==> config.mk <==
export PLATFORM = sky130hd
export DESIGN_NAME = mbx_engine
export DESIGN_NICKNAME = d
export VERILOG_FILES = /design/src/rtl/mbx_pkg.sv /design/src/rtl/mbx_evt_latch.sv /design/src/rtl/mbx_cmd_regs.sv /design/src/rtl/mbx_ctrl.sv /design/src/rtl/mbx_engine.sv
export SDC_FILE = /design/constraint.sdc
export NUM_CORES = 1
export LEC_CHECK = 0
export ABC_AREA = 1
export BUFFER_PORTS_ARGS = -buffer_cell sky130_fd_sc_hd__buf_4
export CORE_AREA = 2 2 237 239
export DETAILED_ROUTE_END_ITERATION = 12
export DIE_AREA = 0 0 239 241
export GPL_ROUTABILITY_DRIVEN = 0
export HOLD_SLACK_MARGIN = 0.03
export PLACE_DENSITY = 0.46
export SYNTH_ARGS = -nofsm -noshare
export SYNTH_HDL_FRONTEND = slang
export SYNTH_SLANG_ARGS = --single-unit
==> constraint.sdc <==
create_clock -name clk -period 4.2 [get_ports clk]
set_clock_uncertainty 0.1 [all_clocks]
set_input_delay 0.63 -clock clk [delete_from_list [all_inputs] [get_ports clk]]
set_output_delay 0.63 -clock clk [all_outputs]
set_load 0.02 [all_outputs]
==> src/rtl/mbx_pkg.sv <==
package mbx_pkg;

    typedef enum logic [2:0] {
        ST_IDLE,
        ST_FETCH,
        ST_DECODE,
        ST_EXEC,
        ST_STORE
    } mbx_state_e;

    localparam int CMD_WORDS  = 6;
    localparam int RESP_OFS   = 8;
    localparam int RESP_WORDS = 4;
    localparam int DONE_BIT   = 16;

    localparam logic [7:0] OP_OUT    = 8'd0;
    localparam logic [7:0] OP_IN     = 8'd1;
    localparam logic [7:0] BAD_FLAGS = 8'h80;

    typedef struct packed {
        logic [7:0]  op;
        logic [23:0] chan;
        logic [31:0] addr;
        logic [63:0] stamp;
        logic [63:0] data;
    } mbx_cmd_t;

    typedef struct packed {
        logic [7:0]  flags;
        logic [31:0] data;
        logic [63:0] stamp;
    } mbx_resp_t;

    function automatic logic [31:0] status_word(logic [7:0] flags);
        return (32'd1 << DONE_BIT) | {24'd0, flags};
    endfunction

    // store step 0..3 -> response word offset 1,2,3,0 (status last)
    function automatic logic [1:0] store_ofs(logic [1:0] step);
        return step + 2'd1;
    endfunction

endpackage

==> src/rtl/mbx_evt_latch.sv <==
module mbx_evt_latch (
    input  logic clk,
    input  logic rst,
    input  logic evt_i,
    input  logic take_i,
    output logic pend_o
);
    always_ff @(posedge clk) begin
        if (rst) pend_o <= 1'b0;
        else     pend_o <= (pend_o & ~take_i) | evt_i;
    end

    AST_EVT_KEPT: assert property (@(posedge clk) disable iff (rst)
        evt_i |=> pend_o);
endmodule

==> src/rtl/mbx_cmd_regs.sv <==
module mbx_cmd_regs
    import mbx_pkg::*;
(
    input  logic        clk,
    input  logic        rst,
    input  logic        load_i,
    input  logic [2:0]  slot_i,
    input  logic [31:0] word_i,
    output mbx_cmd_t    cmd_o
);
    logic [31:0] w [CMD_WORDS];

    for (genvar g = 0; g < CMD_WORDS; g++) begin : g_word
        always_ff @(posedge clk) begin
            if (rst)                                 w[g] <= '0;
            else if (load_i && slot_i == 3'(g))      w[g] <= word_i;
        end
    end

    always_comb begin
        cmd_o.op    = w[0][31:24];
        cmd_o.chan  = w[0][23:0];
        cmd_o.addr  = w[1];
        cmd_o.stamp = {w[3], w[2]};
        cmd_o.data  = {w[5], w[4]};
    end
endmodule

==> src/rtl/mbx_ctrl.sv <==
module mbx_ctrl
    import mbx_pkg::*;
#(
    parameter int AW   = 8,
    parameter int BASE = 0
) (
    input  logic          clk,
    input  logic          rst,
    input  logic          pend_i,
    output logic          take_o,
    output logic          mem_en_o,
    output logic          mem_we_o,
    output logic [AW-1:0] mem_addr_o,
    output logic [31:0]   mem_wdata_o,
    output logic          ld_o,
    output logic [2:0]    ld_slot_o,
    input  mbx_cmd_t      cmd_i,
    output logic          io_req_o,
    input  logic          io_done_i,
    input  logic [7:0]    io_status_i,
    input  logic [31:0]   io_rdata_i,
    input  logic [63:0]   io_rstamp_i
);
    localparam logic [AW-1:0] BASE_A = AW'(BASE);
    localparam logic [AW-1:0] RESP_A = AW'(BASE + RESP_OFS);
    localparam logic [2:0]    LAST_FETCH = 3'(CMD_WORDS);
    localparam logic [2:0]    LAST_STORE = 3'(RESP_WORDS - 1);

    mbx_state_e state;
    logic [2:0] idx;
    mbx_resp_t  resp;
    logic [1:0] ofs;

    always_comb begin
        take_o      = 1'b0;
        mem_en_o    = 1'b0;
        mem_we_o    = 1'b0;
        mem_addr_o  = BASE_A;
        mem_wdata_o = '0;
        ld_o        = 1'b0;
        ld_slot_o   = idx - 3'd1;
        io_req_o    = 1'b0;
        ofs         = store_ofs(idx[1:0]);
        unique case (state)
            ST_IDLE:   take_o = pend_i;
            ST_FETCH: begin
                mem_en_o   = (idx < LAST_FETCH);
                mem_addr_o = BASE_A + AW'(idx);
                ld_o       = (idx != 3'd0);
            end
            ST_EXEC:   io_req_o = 1'b1;
            ST_STORE: begin
                mem_en_o   = 1'b1;
                mem_we_o   = 1'b1;
                mem_addr_o = RESP_A + AW'(ofs);
                unique case (ofs)
                    2'd0: mem_wdata_o = status_word(resp.flags);
                    2'd1: mem_wdata_o = resp.data;
                    2'd2: mem_wdata_o = resp.stamp[31:0];
                    2'd3: mem_wdata_o = resp.stamp[63:32];
                endcase
            end
            default: ;
        endcase
    end

    always_ff @(posedge clk) begin
        if (rst) begin
            state <= ST_IDLE;
            idx   <= '0;
            resp  <= '0;
        end else begin
            unique case (state)
                ST_IDLE: if (pend_i) begin
                    state <= ST_FETCH;
                    idx   <= '0;
                end
                ST_FETCH: begin
                    if (idx == LAST_FETCH) state <= ST_DECODE;
                    else                   idx   <= idx + 3'd1;
                end
                ST_DECODE: begin
                    idx <= '0;
                    if (cmd_i.op == OP_OUT || cmd_i.op == OP_IN) begin
                        state <= ST_EXEC;
                    end else begin
                        resp  <= '{flags: BAD_FLAGS, data: '0, stamp: '0};
                        state <= ST_STORE;
                    end
                end
                ST_EXEC: if (io_done_i) begin
                    resp.flags <= io_status_i;
                    resp.data  <= (cmd_i.op == OP_IN) ? io_rdata_i  : '0;
                    resp.stamp <= (cmd_i.op == OP_IN) ? io_rstamp_i : '0;
                    state      <= ST_STORE;
                end
                ST_STORE: begin
                    if (idx == LAST_STORE) state <= ST_IDLE;
                    else                   idx   <= idx + 3'd1;
                end
                default: state <= ST_IDLE;
            endcase
        end
    end

    AST_READ_IN_RECORD: assert property (@(posedge clk) disable iff (rst)
        (mem_en_o && !mem_we_o) |-> (mem_addr_o >= BASE_A &&
                                     mem_addr_o <  BASE_A + AW'(CMD_WORDS)));
    AST_REQ_HELD: assert property (@(posedge clk) disable iff (rst)
        (io_req_o && !io_done_i) |=> io_req_o);
    AST_REQ_FIELDS_STABLE: assert property (@(posedge clk) disable iff (rst)
        (io_req_o && !io_done_i) |=> ($stable(cmd_i.stamp) && $stable(cmd_i.chan)));
    AST_STATUS_MARK: assert property (@(posedge clk) disable iff (rst)
        (mem_en_o && mem_we_o && mem_addr_o == RESP_A) |-> mem_wdata_o[DONE_BIT]);
    AST_STATUS_LAST: assert property (@(posedge clk) disable iff (rst)
        (mem_en_o && mem_we_o && mem_addr_o == RESP_A) |->
        $past(mem_en_o && mem_we_o && mem_addr_o == RESP_A + AW'(3)));
endmodule

==> src/rtl/mbx_engine.sv <==
module mbx_engine
    import mbx_pkg::*;
#(
    parameter int AW   = 8,
    parameter int BASE = 0
) (
    input  logic          clk,
    input  logic          rst,
    input  logic          evt_i,
    output logic          mem_en_o,
    output logic          mem_we_o,
    output logic [AW-1:0] mem_addr_o,
    output logic [31:0]   mem_wdata_o,
    input  logic [31:0]   mem_rdata_i,
    output logic          io_req_o,
    output logic          io_input_o,
    output logic [23:0]   io_chan_o,
    output logic [31:0]   io_addr_o,
    output logic [63:0]   io_stamp_o,
    output logic [63:0]   io_data_o,
    input  logic          io_done_i,
    input  logic [7:0]    io_status_i,
    input  logic [31:0]   io_rdata_i,
    input  logic [63:0]   io_rstamp_i
);
    logic       pend, take, ld;
    logic [2:0] ld_slot;
    mbx_cmd_t   cmd;

    mbx_evt_latch u_evt (
        .clk(clk), .rst(rst), .evt_i(evt_i), .take_i(take), .pend_o(pend)
    );

    mbx_cmd_regs u_regs (
        .clk(clk), .rst(rst), .load_i(ld), .slot_i(ld_slot),
        .word_i(mem_rdata_i), .cmd_o(cmd)
    );

    mbx_ctrl #(.AW(AW), .BASE(BASE)) u_ctrl (
        .clk(clk), .rst(rst), .pend_i(pend), .take_o(take),
        .mem_en_o(mem_en_o), .mem_we_o(mem_we_o), .mem_addr_o(mem_addr_o),
        .mem_wdata_o(mem_wdata_o), .ld_o(ld), .ld_slot_o(ld_slot),
        .cmd_i(cmd), .io_req_o(io_req_o), .io_done_i(io_done_i),
        .io_status_i(io_status_i), .io_rdata_i(io_rdata_i),
        .io_rstamp_i(io_rstamp_i)
    );

    assign io_input_o = (cmd.op == OP_IN);
    assign io_chan_o  = cmd.chan;
    assign io_addr_o  = cmd.addr;
    assign io_stamp_o = cmd.stamp;
    assign io_data_o  = cmd.data;
endmodule

Word-level counts from Yosys, hierarchy flattened
Memories as Yosys holds them, arrays and structs flattened.
Cells that the tools add are included.
{ "classes": {"n_addsub": 4, "order_cmp": 1, "n_eq_ne": 22, "n_mux": 49, "bitwise_logic": 9, "n_reduce_logical": 17} }
{ "op_table": {"columns": ["cell", "n"], "rows": [
  ["32-bit 2-to-1 mux", 8],
  ["104-bit 2-to-1 mux", 2],
  ["104-bit one-hot mux with 2 select lines", 1],
  ["32-bit one-hot mux with 4 select lines", 1],
  ["64-bit 2-to-1 mux", 1],
  ["1-bit 2-to-1 mux", 24],
  ["3-bit 2-to-1 mux", 8],
  ["8-bit one-hot mux with 2 select lines", 1],
  ["3-bit by 2-bit == test with 1-bit output, second input constant", 5],
  ["3-bit one-hot mux with 5 select lines", 1],
  ["3-bit == test, second input constant", 4],
  ["3-bit one-hot mux with 4 select lines", 1],
  ["2-bit inequality test, second input constant", 5],
  ["8-bit by 1-bit == test with 1-bit output, second input constant", 1],
  ["8-bit zero test", 1],
  ["4-bit AND reduction", 2],
  ["1-bit OR", 7],
  ["3-bit by 1-bit == test with 1-bit output, second input constant", 2],
  ["1-bit logical AND", 6],
  ["3-bit zero test", 2],
  ["4-bit by 2-bit adder with 5-bit output, first input constant", 1],
  ["2-bit == test, second input constant", 2],
  ["2-bit by 1-bit inequality test with 1-bit output, second input constant", 2],
  ["4-bit nonzero test", 1],
  ["13 further kinds", 13]
]} }
{ "totals": {"reg_bits": 111, "ram_bits": 192, "in_bits": 140, "output_inout_bits": 228, "word_cells": 109, "memories": 1} }
{ "mem_list": {"columns": ["memory", "words", "width", "read_ports", "rd_clocked_by_memory_dff", "wr", "line_no", "source"], "rows": [
  ["u_regs.w", 6, 32, 6, 0, 6, "mbx_cmd_regs.sv:11", "logic [31:0] w [CMD_WORDS];"]
]} }

Longest topological paths before layout
Gate-level depths: netlist (run 1).
{ "depth": {"word_depth": 7, "mapped_depth": 10} }

Cells and area by module
Synthesis (run 1) repeated with hierarchy kept, for this count alone.
{ "unflattened": {"hier_cells": 1202, "hier_area_um2": 12075.3} }
{ "by_module_without_submodules": {"columns": ["module", "instances", "cells_each", "area_each_um2", "seq_area_each_um2"], "rows": [
  ["mbx_cmd_regs", 1, 465, 6831.6, 5765.5],
  ["mbx_ctrl", 1, 724, 5173.7, 2202.1],
  ["mbx_evt_latch", 1, 5, 40.0, 20.0],
  ["mbx_engine", 1, 8, 30.0, 0.0]
]} }

Worst setup path after synthesis (run 1)
No wires, ideal clock.
{ "synth_timing": {"path_kind": "register -> register", "start": "register u_ctrl.idx[0]", "end": "memory u_regs.w[4][0] (netlist: u_regs.w[2][0]), enable pin", "setup_ns": 0.470, "arrival_ns": 3.776, "required_time_ns": 3.630, "slack_ns": -0.146, "stages_incl_launch_ff": 7, "n_path_buf": 1, "synth_period_minus_slack_ns": 4.346, "path_cell_list": "dfxtp_1 inv_1 ha_1 clkbuf_1 a21oi_4 inv_1 o31ai_1"} }
{ "synth_lines": {"columns": ["item", "line_no", "source"], "rows": [
  ["start, declared", "mbx_ctrl.sv:30", "logic [2:0] idx;"],
  ["start signal, assigned", "mbx_ctrl.sv:80", "else idx <= idx + 3'd1;"],
  ["start signal, assigned", "mbx_ctrl.sv:99", "else idx <= idx + 3'd1;"],
  ["end, declared", "mbx_cmd_regs.sv:11", null]
]} }

Final worst setup path (run 1)
{ "layout_timing": {"start": "register u_ctrl.state[0]", "end": "output mem_wdata_o[22]"} }
{ "layout_between": {"elab_chain_len": 2} }
{ "layout_lines": {"columns": ["item", "line_no", "source"], "rows": [
  ["start, declared", "mbx_ctrl.sv:29", "mbx_state_e state;"],
  ["start signal, assigned", "mbx_ctrl.sv:69", "state <= ST_IDLE;"],
  ["start signal, assigned", "mbx_ctrl.sv:75", "state <= ST_FETCH;"],
  ["start signal, assigned", "mbx_ctrl.sv:79", "if (idx == LAST_FETCH) state <= ST_DECODE;"],
  ["3-bit == test", "mbx_ctrl.sv:44", "unique case (state)"],
  ["32-bit 2-to-1 mux", "mbx_ctrl.sv:44", null],
  ["end, declared", "mbx_engine.sv:13", "output logic [31:0] mem_wdata_o,"]
]} }
No other way between the ends.

==> results of run 1 <==
==> logic make-up after synthesis <==
logic type / Yosys count / share of synthesized area
flip-flops: 303 / 0.5880
AO/OA/AOI/OAI: 169 / 0.06641
AND/OR/NAND/NOR: 551 / 0.1805
adder cells (fa/ha/maj): 8 / 0.007369
other: 1 / 0.0002761
buffers and inverters: 334 / 0.1574
==> through the flow <==
step,setup slack (ns),power (µW),hold WS (ns),cells,setup TNS [ns]
6_report,0.4276,8085,0.2264,2245,0
5_1_grt,0.1645,8447,0.2358,2244,0
4_1_cts,0.3677,8215,0.1975,2243,0
3_5_place_dp,1.015,4821,0.3425,2175,0
3_3_place_gp,1.119,4809,0.3334,2175,0
2_1_floorplan,-0.1455,4367,0.3221,1369,-9.314
==> registers in the layout, summed over array words and instances, names as in the netlist <==
register / cells
u_evt.pend_o: 1
u_ctrl.state: 3
u_ctrl.resp: 104
u_ctrl.idx: 3
u_regs.w: 192
==> Yosys cell counts <==
cell / count / area (µm²)
a21oi_4: 1 / 16.27
nor2_2: 2 / 12.51
buf_1: 3 / 11.26
nand3_2: 2 / 20.02
nand4_4: 5 / 106.4
a21oi_1: 117 / 585.6
nand2_1: 216 / 810.8
dfxtp_1: 111 / 2222
clkinv_1: 1 / 3.750
inv_2: 1 / 3.750
nand3_4: 1 / 17.52
nand3b_1: 1 / 7.510
a31oi_1: 32 / 200.2
ha_1: 8 / 100.1
inv_1: 53 / 198.9
nand4_1: 97 / 606.8
nand3_1: 15 / 75.07
o21ai_0: 17 / 85.08
buf_2: 17 / 85.08
buf_4: 190 / 1426
clkbuf_1: 49 / 183.9
buf_6: 20 / 225.2
o31ai_1: 2 / 15.01
nor2_1: 212 / 795.8
edfxtp_1: 192 / 5766
conb_1: 1 / 3.750
==> path summary, 6_finish.rpt <==
path	start	end	slack, ns
max	u_ctrl.state[0]	mem_wdata_o[22]	0.43
min	evt_i	u_evt.pend_o	0.23
max reg2reg	u_ctrl.idx[0]	u_regs.w[0][30]	1.02
min reg2reg	u_ctrl.resp[103]	u_ctrl.resp[103]	0.35
==> final cells by class <==
class	instances	area, µm²
antenna	2	5.005
clock buffer	48	1054
clock inverter	20	222.7
fill	5748	38070
inverter	55	206.4
multi-input combinational	732	3556
sequential	303	7988
tap	704	880.8
timing repair buffer	381	2898
==> power groups by stage <==
stage | Sequential (µW) | Combinational, µW | Clock (µW)
5_1_grt | 3390 | 1480 | 3570
6_report | 3370 | 1370 | 3340
3_3_place_gp | 3440 | 1370 | 0
3_5_place_dp | 3440 | 1380 | 0
4_1_cts | 3380 | 1390 | 3450
2_1_floorplan | 3420 | 952 | 0
==> routing by layer <==
layer | share of wire | vias up
li1 | - | 4728
met1 | 0.42 | 4793
met2 | 0.46 | 340
met3 | 0.093 | 71
met4 | 0.023 | 2
met5 | 0.00037 | -
==> critical path, stage by stage (launching register included) <==
cell,delay [ns]
dfxtp_1,0.38
nor2_1,0.25
nand2_1,0.21
inv_1,0.33
nand2_1,0.67
a31oi_1,0.44
buf_4,0.20
==> results by group, run 1 <==
Status
  • Status: finished clean

Clocking
  • Clk slew on worst S/H paths: 0.06 ns
  • Worst skew pair latency: 0.55 ns
  • Clock root cell: clkbuf_16
  • Clk buf depth: 3
  • Post-CTS Resized: 0
  • Post-CTS Hold Fix Bufs: 0
  • H-tree Lvls: 2
  • CTS sink cnt: 303
  • Number of post-CTS setup repair buffers: 0
  • CTS buffer count: 37
  • TritonCTS clock tree: built

Global routing
  • Met2 Use GR: 0.2319
  • Initial antenna violation count: 2
  • Met3 Track Usage GR: 0.05810
  • Largest net degree at the start of global routing: 89
  • Vias in the first global route: 9952
  • Congestion Overflow GR: 0
  • First-pass GRT wire length: 62.90 mm
  • GR peak layer: met2
  • GR Util met1: 0.1791
  • GRT Util Overall: 0.1447

Pwr
  • Clock share of power: 0.414
  • Combinational share of power: 0.169
  • Switching share of power: 0.2916
  • Cell Int Power: 5727 µW
  • VDD IR max: 0.2674 mV
  • Part of the power in registers: 0.417
  • Switch Pwr: 2357 µW
  • Leak: 0.006599 µW
  • Pwr Density: 480.9 nW/µm²

Setup path
  • WS Path Type: register to output pin
  • Critical Path Sink Type: output pin
  • CP arrival: 3.04 ns
  • Worst-path fanout max: 23
  • Critical path startpoint category: register
  • Worst R2R Path Depth: 7
  • Worst path required time: 3.47 ns

Placed design
  • Dpl cell area: 15530 µm²
  • Hpwl dp: 28.47 mm
  • PortBufs: 363

Final layout
  • Design area: 16810 µm²
  • Most frequent cells in the layout: buf_4 (378), nand2_1 (215), nor2_1 (212)
  • P&R area growth vs syn: 23.75%
  • Most common cell after layout, fill and taps aside: buf_4
  • Layout cell share with drive strength beyond 1: 0.2976
  • Final Util: 0.3063
  • # nets final: 1658

STA
  • RSZ-0062 raised after global routing: false
  • Fin crit share: 0.8982
  • Final Max Tran Viols: 0
  • Final hold vios: 0
  • Least-Margin Pin Slew: 1.027 ns
  • Min Tclk post-route: 3.772 ns
  • Slew margin rel.: 0.3155
  • Max Clock Freq: 265.1 MHz
  • Final setup fails: 0

Routing
  • Routed wire length: 43.24 mm
  • DR vias: 9934
  • Residual DRC: 0
  • Wire per inst: 19.26 µm
  • Post-DRT Antenna Nets: 0
  • DRT Pass-1 Iters: 4
  • Via density: 4.425
  • Drt initial violations: 571

Floorplanning
  • Cell row count: 86
  • Initial Util: 0.2475
  • Die ar.: 57600 µm²
  • Width of the die: 239 µm
  • Core Area: 54880 µm²
  • Die H: 241 µm
  • Top Ports: 368

Synth
  • Seq/Total Area, Yosys: 0.5880
  • Avg Cell Area, Syn: 9.945 µm²
  • Syn. warnings: 0
  • Post-synthesis sequential element count: 303
  • Post-Synthesis Cell Area: 13580 µm²
  • Synth unique cells: 26
  • Synthesized instance count: 1366

Worst hold path
  • Hold depth: 3
  • Hold Path Class: input pin to register

Job
  • Total of max-cap violations: 0
Note: power is estimated with default switching activity, not from simulation.
==> run 2: changes to the inputs <==
--- a/config.mk
+++ b/config.mk
@@ -7,12 +7,13 @@
 export LEC_CHECK = 0
 export ABC_AREA = 1
 export BUFFER_PORTS_ARGS = -buffer_cell sky130_fd_sc_hd__buf_4
-export CORE_AREA = 2 2 237 239
+export CORE_AREA = 2 2 223 225
 export DETAILED_ROUTE_END_ITERATION = 12
-export DIE_AREA = 0 0 239 241
+export DIE_AREA = 0 0 225 227
 export GPL_ROUTABILITY_DRIVEN = 0
 export HOLD_SLACK_MARGIN = 0.03
-export PLACE_DENSITY = 0.46
+export PLACE_DENSITY = 0.47
 export SYNTH_ARGS = -nofsm -noshare
 export SYNTH_HDL_FRONTEND = slang
+export SYNTH_HIERARCHICAL = 1
 export SYNTH_SLANG_ARGS = --single-unit
==> run 2 against run 1 <==
Critical path depth shrank 1. Core utilization grew 3.3 points. Clock power shrank 9.0%. First-iteration DRC count shrank 8.2%. Via count grew 1.2%. Non-clock buffer count shrank 5. Cell area shrank 2.1%. Synthesized cell count shrank 12%. Largest power group unchanged. Global-route usage grew 1.6 points. Highest routed layer unchanged.
==> results by group, run 2 <==
Global routing
  • Initial antenna violation count: 4
  • First-pass GRT wire length: 62.21 mm
  • Largest net degree at the start of global routing: 97
  • Vias in the first global route: 9924
  • Congestion Overflow GR: 0
  • GRT Util Overall: 0.1610

Setup path
  • WS Path Type: register to output pin
  • CP arrival: 2.85 ns
  • Critical Path Sink Type: output pin
  • Worst path required time: 3.47 ns
  • Worst-path fanout max: 23
  • Critical path startpoint category: register

Final layout
  • Most common cell after layout, fill and taps aside: buf_4
  • Fillers: 5075
  • Layout cell share with drive strength beyond 1: 0.2899
  • Top reg by flops: u_regs/w
  • Max FFs per register: 192
  • Fin cells: 2174
  • Most frequent cells in the layout: buf_4 (376), nand2_1 (221), nor2_1 (212)
  • P&R area growth vs syn: 36.28%
  • Ant diodes: 0
  • Largest regs: u_regs/w: 192 flops, u_ctrl/resp: 104 flops
  • # nets final: 1672
  • Design area: 16460 µm²

Synth
  • Post-synthesis adder-cell area fraction: 0.007253
  • Synth unique cells: 27
  • Ys async rst share: 0
  • Post-synthesis sequential element count: 303
  • Most frequent cell after synthesis: nand2_1
  • Share of Yosys cell area claimed by the top area cell type: 0.4775
  • Prevailing post-synth register cell: edfxtp_1
  • Seq/Total Area, Yosys: 0.6615
  • Main combinational cell family by area after synthesis: simple AND/OR/NAND/NOR gates
  • Post-Synthesis Cell Area: 12080 µm²
  • Portion of netlist area occupied by mux cells: 0
  • Synth Area in XOR/XNOR: 0.0007253
  • Post-Synth Simple-Gate Area: 0.2018
  • Avg Cell Area, Syn: 10.05 µm²
  • Post-synth EDFFs: 192
  • Syn. warnings: 6
  • Post-synth top cells: nand2_1 (227), nor2_1 (213), edfxtp_1 (192), a21oi_1 (121), dfxtp_1 (111)
  • Synthesized instance count: 1202
  • Compound-Gate Fraction of Synth Area: 0.07295
  • Most area-hungry cell type in the Yosys netlist: edfxtp_1
  • Synth top area cells: edfxtp_1 (48%), dfxtp_1 (18%), nand2_1 (7.1%)

Pwr
  • Leak: 0.006472 µW
  • Part of the power in registers: 0.453
  • Pwr Density: 444.1 nW/µm²
  • Clock share of power: 0.415
  • VDD IR max: 0.2346 mV
  • Combinational share of power: 0.132
  • Switching share of power: 0.2742
  • Switch Pwr: 2004 µW
  • Cell Int Power: 5304 µW

Routing
  • Residual DRC: 0
  • Post-DRT Antenna Nets: 0
  • Drt initial violations: 524
  • Via density: 4.625
  • DR vias: 10060
  • DRT Pass-1 Iters: 4
  • Wire per inst: 19.47 µm
  • Routed wire length: 42.33 mm

Floorplanning
  • Top Ports: 368
  • Die H: 227 µm
  • Cell row count: 81
  • Die ar.: 51080 µm²
  • Width of the die: 225 µm
  • Initial Util: 0.2487
  • Core Area: 48550 µm²

STA
  • Min Tclk post-route: 3.580 ns
  • Slew margin rel.: 0.2919
  • Final setup fails: 0
  • Least-Margin Pin Slew: 1.058 ns
  • Slack of the critical path: 0.6197 ns
  • RSZ-0062 raised after global routing: false
  • Fin crit share: 0.8524
  • Final hold vios: 0
  • Final Max Tran Viols: 0
  • Setup TNS Final: 0 ns
  • Max Clock Freq: 279.3 MHz

Status
  • Status: finished clean

Worst hold path
  • Hold Path Class: input pin to register

Clocking
  • H-tree Lvls: 2
  • Clk slew on worst S/H paths: 0.05 ns
  • CTS sink cnt: 303
  • Worst skew pair latency: 0.55 ns
  • Clk buf depth: 3
  • Post-CTS Resized: 0
  • Number of post-CTS setup repair buffers: 0
  • Clock root cell: clkbuf_16
  • TritonCTS clock tree: built
  • Post-CTS Hold Fix Bufs: 0
  • CTS buffer count: 37

Placed design
  • Placed Cells: 2108
  • Hpwl dp: 27.94 mm
  • Worst slack at placement: 1.180 ns
  • PortBufs: 363
  • Dpl cell area: 15310 µm²

Job
  • Total of max-cap violations: 0
==> run 2: changes by cell type after synthesis, sizes merged, moves of 4 or more <==
cell	delta
a21oi	+4
o21ai	-5
nor3	+4
nand4	-6
inv	+7
buf	-181
nand2	+12
==> run 2: stage by stage <==
step	utilization	hold slack (ns)	total power, µW
floorplan	-	0.3221	3888
global placement	0.3154	0.3487	4341
detailed placement	0.3154	0.3549	4353
CTS	0.3390	0.2145	7430
global route	0.3390	0.2229	7619
finish	0.3390	0.2568	7308
==> run 2: path summary, 6_finish.rpt <==
kind,from,endpoint,slack [ns],cells past startpoint
worst max register to register,u_ctrl/idx[0],u_regs/w[1][7],1.20,7
worst min-delay path,evt_i,u_evt/pend_o,0.26,3
worst min register to register,u_ctrl/resp[14],u_ctrl/resp[14],0.36,2
worst max-delay path,u_ctrl/idx[0],mem_wdata_o[25],0.62,5
==> run 2: worst max-delay path, stage by stage (launching register included) <==
cell and delay, ns:
dfxtp_1 0.35, ha_1 0.36, inv_1 0.24, nand2_1 0.61
a31oi_1 0.53, buf_4 0.21
==> run 2: power by group through the flow <==
stage | Clock [µW] | Combinational (µW) | Sequential (µW)
2_1_floorplan | 0 | 436 | 3450
3_3_place_gp | 0 | 968 | 3370
3_5_place_dp | 0 | 979 | 3370
4_1_cts | 3140 | 981 | 3310
5_1_grt | 3260 | 1040 | 3320
6_report | 3040 | 963 | 3310
==> run 2: area by class of cell <==
class / count / area [µm²] / share of cell area
timing repair buffer: 376 / 2823 / 0.1715
sequential: 303 / 7988 / 0.4854
multi-input combinational: 746 / 3492 / 0.2122
clock buffer: 50 / 1006 / 0.06113
clock inverter: 16 / 140.1 / 0.008516
tap: 622 / 778.2 / 0.04729
inverter: 61 / 229.0 / 0.01391
==> run 2: layer usage <==
metal,global-route usage,routed length [µm],up-vias
met5,0,59,-
met4,0.03760,756,8
met3,0.05963,3776,63
met2,0.2641,19580,344
met1,0.2018,18160,4875
li1,-,-,4765
==> run 2: logic make-up (layout without fill, tap and decap cells) <==
| group | Yosys count | count (layout) |
|---|---|---|
| adders and majority gates | 7 | 7 |
| xor gates and xnor gates | 1 | 1 |
| buffers and inverters | 156 | 503 |
| and+or+nand+nor | 567 | 567 |
| AOI/OAI and AO/OA | 167 | 167 |
| other | 1 | 4 |
| DFF | 303 | 303 |
